File: src/rtl/lbr_pkg.sv
package lbr_pkg;
  localparam int NUM_LANES = 4;
  localparam int NUM_CELLS = 32;
  localparam int CNT_W     = 11;
  localparam int CELL_W    = 20;
  localparam int BAND_H    = 120;
  localparam int BOX_H     = 100;
  localparam int RGB_W     = 12;

  localparam logic [RGB_W-1:0] COL_BLACK = 12'h000;
  localparam logic [RGB_W-1:0] COL_BLUE  = 12'h00F;
  localparam logic [RGB_W-1:0] COL_WHITE = 12'hFFF;
  localparam logic [RGB_W-1:0] COL_RED   = 12'hF00;

  typedef enum logic [1:0] {
    PIX_BG     = 2'd0,
    PIX_OBST   = 2'd1,
    PIX_PLAYER = 2'd2
  } pix_kind_e;
endpackage

File: src/rtl/lbr_rst_sync.sv
module lbr_rst_sync (
  input  logic clk,
  input  logic rst_n,
  output logic rst_sync_n
);
  logic [1:0] stage_q;

  always_ff @(posedge clk or negedge rst_n) begin
    if (!rst_n) stage_q <= 2'b00;
    else        stage_q <= {stage_q[0], 1'b1};
  end

  assign rst_sync_n = stage_q[1];
endmodule

File: src/rtl/lbr_col_decode.sv
module lbr_col_decode #(
  parameter int CNT_W     = 11,
  parameter int NUM_CELLS = 32,
  parameter int CELL_W    = 20
) (
  input  logic [CNT_W-1:0]     hcnt,
  output logic [NUM_CELLS-1:0] col_hit
);
  for (genvar c = 0; c < NUM_CELLS; c++) begin : g_col
    localparam logic [CNT_W-1:0] LO = CNT_W'(c * CELL_W);
    localparam logic [CNT_W-1:0] HI = CNT_W'((c + 1) * CELL_W);
    assign col_hit[c] = (hcnt >= LO) && (hcnt < HI);
  end
endmodule

File: src/rtl/lbr_row_decode.sv
module lbr_row_decode #(
  parameter int CNT_W     = 11,
  parameter int NUM_LANES = 4,
  parameter int BAND_H    = 120,
  parameter int BOX_H     = 100
) (
  input  logic [CNT_W-1:0]     vcnt,
  output logic [NUM_LANES-1:0] row_hit
);
  localparam int BOX_TOP = (BAND_H - BOX_H) / 2;

  for (genvar l = 0; l < NUM_LANES; l++) begin : g_row
    localparam logic [CNT_W-1:0] TOP = CNT_W'(l * BAND_H + BOX_TOP);
    localparam logic [CNT_W-1:0] BOT = CNT_W'(l * BAND_H + BOX_TOP + BOX_H);
    assign row_hit[l] = (vcnt >= TOP) && (vcnt < BOT);
  end
endmodule

File: src/rtl/lbr_pix_mux.sv
module lbr_pix_mux
  import lbr_pkg::*;
(
  input  logic             blank,
  input  logic             player_hit,
  input  logic             obst_hit,
  input  logic             dead,
  output logic [RGB_W-1:0] rgb_d
);
  pix_kind_e kind;

  always_comb begin
    if (blank)           kind = PIX_BG;
    else if (player_hit) kind = PIX_PLAYER;
    else if (obst_hit)   kind = PIX_OBST;
    else                 kind = PIX_BG;
  end

  always_comb begin
    unique case (kind)
      PIX_PLAYER: rgb_d = dead ? COL_RED : COL_WHITE;
      PIX_OBST:   rgb_d = COL_BLUE;
      default:    rgb_d = COL_BLACK;
    endcase
  end
endmodule

File: src/rtl/lane_box_renderer.sv
module lane_box_renderer
  import lbr_pkg::*;
#(
  parameter int LANE_CNT = NUM_LANES,
  parameter int CELL_CNT = NUM_CELLS,
  parameter int CW       = CNT_W
) (
  input  logic                        clk_px,
  input  logic                        rst_n,
  input  logic [CW-1:0]               hcnt,
  input  logic [CW-1:0]               vcnt,
  input  logic                        blank,
  input  logic [CELL_CNT-1:0]         lane0_bits,
  input  logic [CELL_CNT-1:0]         lane1_bits,
  input  logic [CELL_CNT-1:0]         lane2_bits,
  input  logic [CELL_CNT-1:0]         lane3_bits,
  input  logic [$clog2(LANE_CNT)-1:0] player_lane,
  input  logic                        dead,
  output logic [RGB_W-1:0]            rgb
);
  logic                               rst_sync_n;
  logic [LANE_CNT-1:0][CELL_CNT-1:0]  lanes;
  logic [CELL_CNT-1:0]                col_hit;
  logic [LANE_CNT-1:0]                row_hit;
  logic [LANE_CNT-1:0]                lane_obst;
  logic                               obst_hit;
  logic                               player_hit;
  logic [RGB_W-1:0]                   rgb_d;
  logic [RGB_W-1:0]                   rgb_q;

  assign lanes[0] = lane0_bits;
  assign lanes[1] = lane1_bits;
  assign lanes[2] = lane2_bits;
  assign lanes[3] = lane3_bits;

  lbr_rst_sync u_rst_sync (
    .clk        (clk_px),
    .rst_n      (rst_n),
    .rst_sync_n (rst_sync_n)
  );

  lbr_col_decode #(.CNT_W(CW), .NUM_CELLS(CELL_CNT), .CELL_W(CELL_W)) u_col (
    .hcnt    (hcnt),
    .col_hit (col_hit)
  );

  lbr_row_decode #(.CNT_W(CW), .NUM_LANES(LANE_CNT), .BAND_H(BAND_H), .BOX_H(BOX_H)) u_row (
    .vcnt    (vcnt),
    .row_hit (row_hit)
  );

  for (genvar l = 0; l < LANE_CNT; l++) begin : g_lane
    assign lane_obst[l] = row_hit[l] && (|(lanes[l] & col_hit));
  end

  assign obst_hit   = |lane_obst;
  assign player_hit = col_hit[0] && row_hit[player_lane];

  lbr_pix_mux u_mux (
    .blank      (blank),
    .player_hit (player_hit),
    .obst_hit   (obst_hit),
    .dead       (dead),
    .rgb_d      (rgb_d)
  );

  always_ff @(posedge clk_px or negedge rst_sync_n) begin
    if (!rst_sync_n) rgb_q <= COL_BLACK;
    else             rgb_q <= rgb_d;
  end

  assign rgb = rgb_q;
endmodule

File: config.mk
export PLATFORM = sky130hd
export DESIGN_NAME = lane_box_renderer
export DESIGN_NICKNAME = d
export VERILOG_FILES = /design/src/rtl/lbr_pkg.sv /design/src/rtl/lbr_rst_sync.sv /design/src/rtl/lbr_col_decode.sv /design/src/rtl/lbr_row_decode.sv /design/src/rtl/lbr_pix_mux.sv /design/src/rtl/lane_box_renderer.sv
export SDC_FILE = /design/constraint.sdc
export NUM_CORES = 1
export LEC_CHECK = 0
export ABC_AREA = 1
export BUFFER_PORTS_ARGS = -buffer_cell sky130_fd_sc_hd__buf_2
export CORE_MARGIN = 8
export CORE_UTILIZATION = 30
export CTS_CLUSTER_DIAMETER = 100
export CTS_CLUSTER_SIZE = 8
export DETAILED_ROUTE_END_ITERATION = 10
export PLACE_DENSITY = 0.73
export SETUP_SLACK_MARGIN = 0.15
export SYNTH_ARGS = -nofsm -noshare
export SYNTH_HDL_FRONTEND = slang
export SYNTH_SLANG_ARGS = --single-unit
File: constraint.sdc
create_clock -name clk_px -period 0.8 [get_ports clk_px]
set_input_delay 0.08 -clock clk_px [delete_from_list [all_inputs] [get_ports clk_px]]
set_output_delay 0.08 -clock clk_px [all_outputs]
set_load 0.05 [all_outputs]
==> flow_metrics.tcl <==
set metrics [dict create \
    status "finished with violations" \
    violations "setup timing" \
    skew_ns 0.00203 \
    yosysSeqAreaShare 0.0544 \
    ys_seq_elements 5 \
    ioPinCount 168 \
    avgViaCountPerCell 4.97 \
    p_per_area_mw_per_mm2 569 \
    crit_arrival_ns 2.13 \
    synth_area_mm2 0.00230 \
    critical_path_required_ns 0.94 \
    grt_max_degree 13 \
    cts_sinks 5 \
    fin_cells 830 \
    die_w_um 104 \
    fin_util 0.570 \
    crit_type "in -> reg" \
    antenna_found_initial 1 \
    path_clk_slew_ns 0.03 \
    design_area_mm2 0.00431 \
    avgSynthCellArea_um2 4.70 \
    root_buffer "clkbuf_8" \
    dieArea_mm2 0.0107 \
    ant_nets 0 \
    coreArea_mm2 0.00757 \
    period_minus_slack_ns 1.99 \
    core.rowCount 32 \
    grt_pass1_wl_mm 18.7 \
    yosysWarnings 0 \
    cts_buffer_depth 2 \
    initial_utilization 0.304 \
    htreeDepth 1 \
    post_drt_wl_per_cell_um 14.0 \
    dp_cells 810 \
    r2r-end "u_rst_sync.stage_q[1]$_DFF_PN0_" \
    rsz0062_at_grt "true" \
    hold-worst-slack_ns 0.0399 \
    place_congestion 0.883 \
    place_area_mm2 0.00378 \
    crit_path_start_kind "input port" \
    cts_tree "done" \
    setup_viol 15 \
    nNetsFinal 888 \
    dr.pass1.iters 5 \
    synth_cells 490 \
    grt-ovfl-total 0 \
    dp_hpwl_mm 9.94 \
    grt_pass1_vias 4148 \
    finalHoldViolations 0 \
    finalWorstSetupSlack_ns -1.19 \
    peakVddDrop_mv 0.328 \
    syn_nets 649 \
    die_height_um 104 \
    synth_cell_types 25 \
    cts_buffers 3 \
    end_kind "flop" \
    post-place-ws_ns -1.51 \
    min_period_over_period 2.49 \
    max_freq_mhz 501 \
    drive_gt1_frac 0.475 \
    routed_wl_mm 11.6 \
    path_max_fanout 5 \
    r2r_slack_ns 0.34 \
    p_leak_nw 2.52 \
    synthToLayoutAreaGrowth_pct 87.4 \
    drt_iter0_markers 279 \
    regToRegStartpoint "u_rst_sync.stage_q[0]$_DFF_PN0_" \
    worst_r2r_path_depth 0 \
    final-max-slew-violation-count 0 \
    drc 0 \
    portBuffers 164 \
    diodes 0 \
    insertion_delay_ns 0.22 \
    vias 4122 \
    drv_cap 0 \
    grt_usage 0.201 \
    hold_class "reg -> async" \
]
placed cells by master (no fill, tap or decap), drive strengths merged:
cell type | Yosys | layout
a21oi | 13 | 13
a31o | 1 | 1
a31oi | 2 | 2
buf | 11 | 245
clkbuf | 1 | 4
conb | 1 | 1
dfrtp | 5 | 5
dlygate4sd3 | 0 | 1
ha | 3 | 3
inv | 46 | 46
nand2 | 189 | 189
nand3 | 72 | 72
nand4 | 38 | 38
nor2 | 90 | 90
nor3 | 3 | 3
o211ai | 1 | 1
o21ai | 13 | 13
o21bai | 1 | 1
flip-flops by register name, summed over array words and instances, names as in the netlist:
register / flops
rgb: 3
u_rst_sync.stage_q: 2
worst max-delay path by stage:
stage | from | end | slack [ns] | cells past startpoint
finish | hcnt[10] | rgb[3]$_DFF_PN0_ | -1.19 | 15
floorplan | hcnt[6] | rgb[3]$_DFF_PN0_ | -0.94 | 16
global placement | hcnt[9] | rgb[3]$_DFF_PN0_ | -1.52 | 17
global route | hcnt[10] | rgb[3]$_DFF_PN0_ | -1.34 | 19
detailed placement | hcnt[9] | rgb[3]$_DFF_PN0_ | -1.51 | 17
CTS | hcnt[10] | rgb[3]$_DFF_PN0_ | -1.11 | 15
area by class of cell:
class                   instances  area, um2
clock buffers                   4       45.0
fillers                       746       3250
inverters                      46        185
multi-input cells             427       2250
flip-flops and latches          5        128
well taps                     102        128
repair buffers                246       1580
routing by layer:
| metal | routed length, um | global-route usage | up-vias |
|---|---|---|---|
| li1 | - | - | 2092 |
| met1 | 4810 | 0.233 | 1816 |
| met2 | 5910 | 0.376 | 194 |
| met3 | 699 | 0.0328 | 18 |
| met4 | 150 | 0.0388 | 2 |
| met5 | 11 | 0 | - |
stage by stage:
step                      setup TNS (ns)  total power (W)
after global placement             -4.43          0.00175
final                              -4.79          0.00245
after detailed placement           -4.43          0.00177
after floorplan                    -3.40         0.000946
after global routing               -5.53          0.00265
after CTS                          -4.42          0.00236
timing repair:
item	CTS	global route
hold buffers	1	0
resized for setup	78	33
pin swaps	29	19
setup endpoints to repair	15	15
endpoints found under the hold margin	2	0
setup buffers	8	7
worst max-delay path, cell delays in order:
cell and delay (ns):
buf_8 0.11, nor2_4 0.19, buf_6 0.16, nand4_1 0.22, nand4_1 0.17, nand2_2 0.07
nor2_2 0.11, nand2_1 0.09, nor2_2 0.16, nand2_1 0.07, nand2_1 0.09, nand2_2 0.08
o21ai_4 0.20, ha_4 0.23, a21oi_1 0.10
synthesized netlist by cell type:
master / n / area, um2
nor2_2: 6 / 37.5
o21ai_2: 4 / 35.0
clkbuf_1: 1 / 3.75
a31oi_1: 2 / 12.5
a21oi_2: 2 / 17.5
dfrtp_1: 5 / 125
a31o_2: 1 / 8.76
o21ai_0: 5 / 25.0
nor2_4: 1 / 11.3
buf_4: 9 / 67.6
ha_1: 3 / 37.5
a21oi_1: 11 / 55.1
o21ai_1: 4 / 20.0
nor2_1: 83 / 312
nor3_1: 2 / 10.0
inv_2: 12 / 45.0
nor3_2: 1 / 10.0
nand3_1: 72 / 360
buf_2: 2 / 10.0
o211ai_1: 1 / 7.51
nand2_1: 189 / 709
nand4_1: 38 / 238
inv_1: 34 / 128
conb_1: 1 / 3.75
o21bai_2: 1 / 11.3
report_power, final:
group / switching, W / internal [W]
clock network: 0.000105 / 0.000340
logic: 0.000935 / 0.000807
registers: 0.00000504 / 0.000261
cells by family after synthesis:
| family | Yosys count | synth area share |
|---|---|---|
| flip-flops | 5 | 0.0544 |
| buffers and inverters | 58 | 0.110 |
| AO/OA/AOI/OAI | 31 | 0.0837 |
| adder cells (fa/ha/maj) | 3 | 0.0163 |
| other | 1 | 0.00163 |
| AND/OR/NAND/NOR | 392 | 0.734 |
Power figures use the tool's default switching activity.
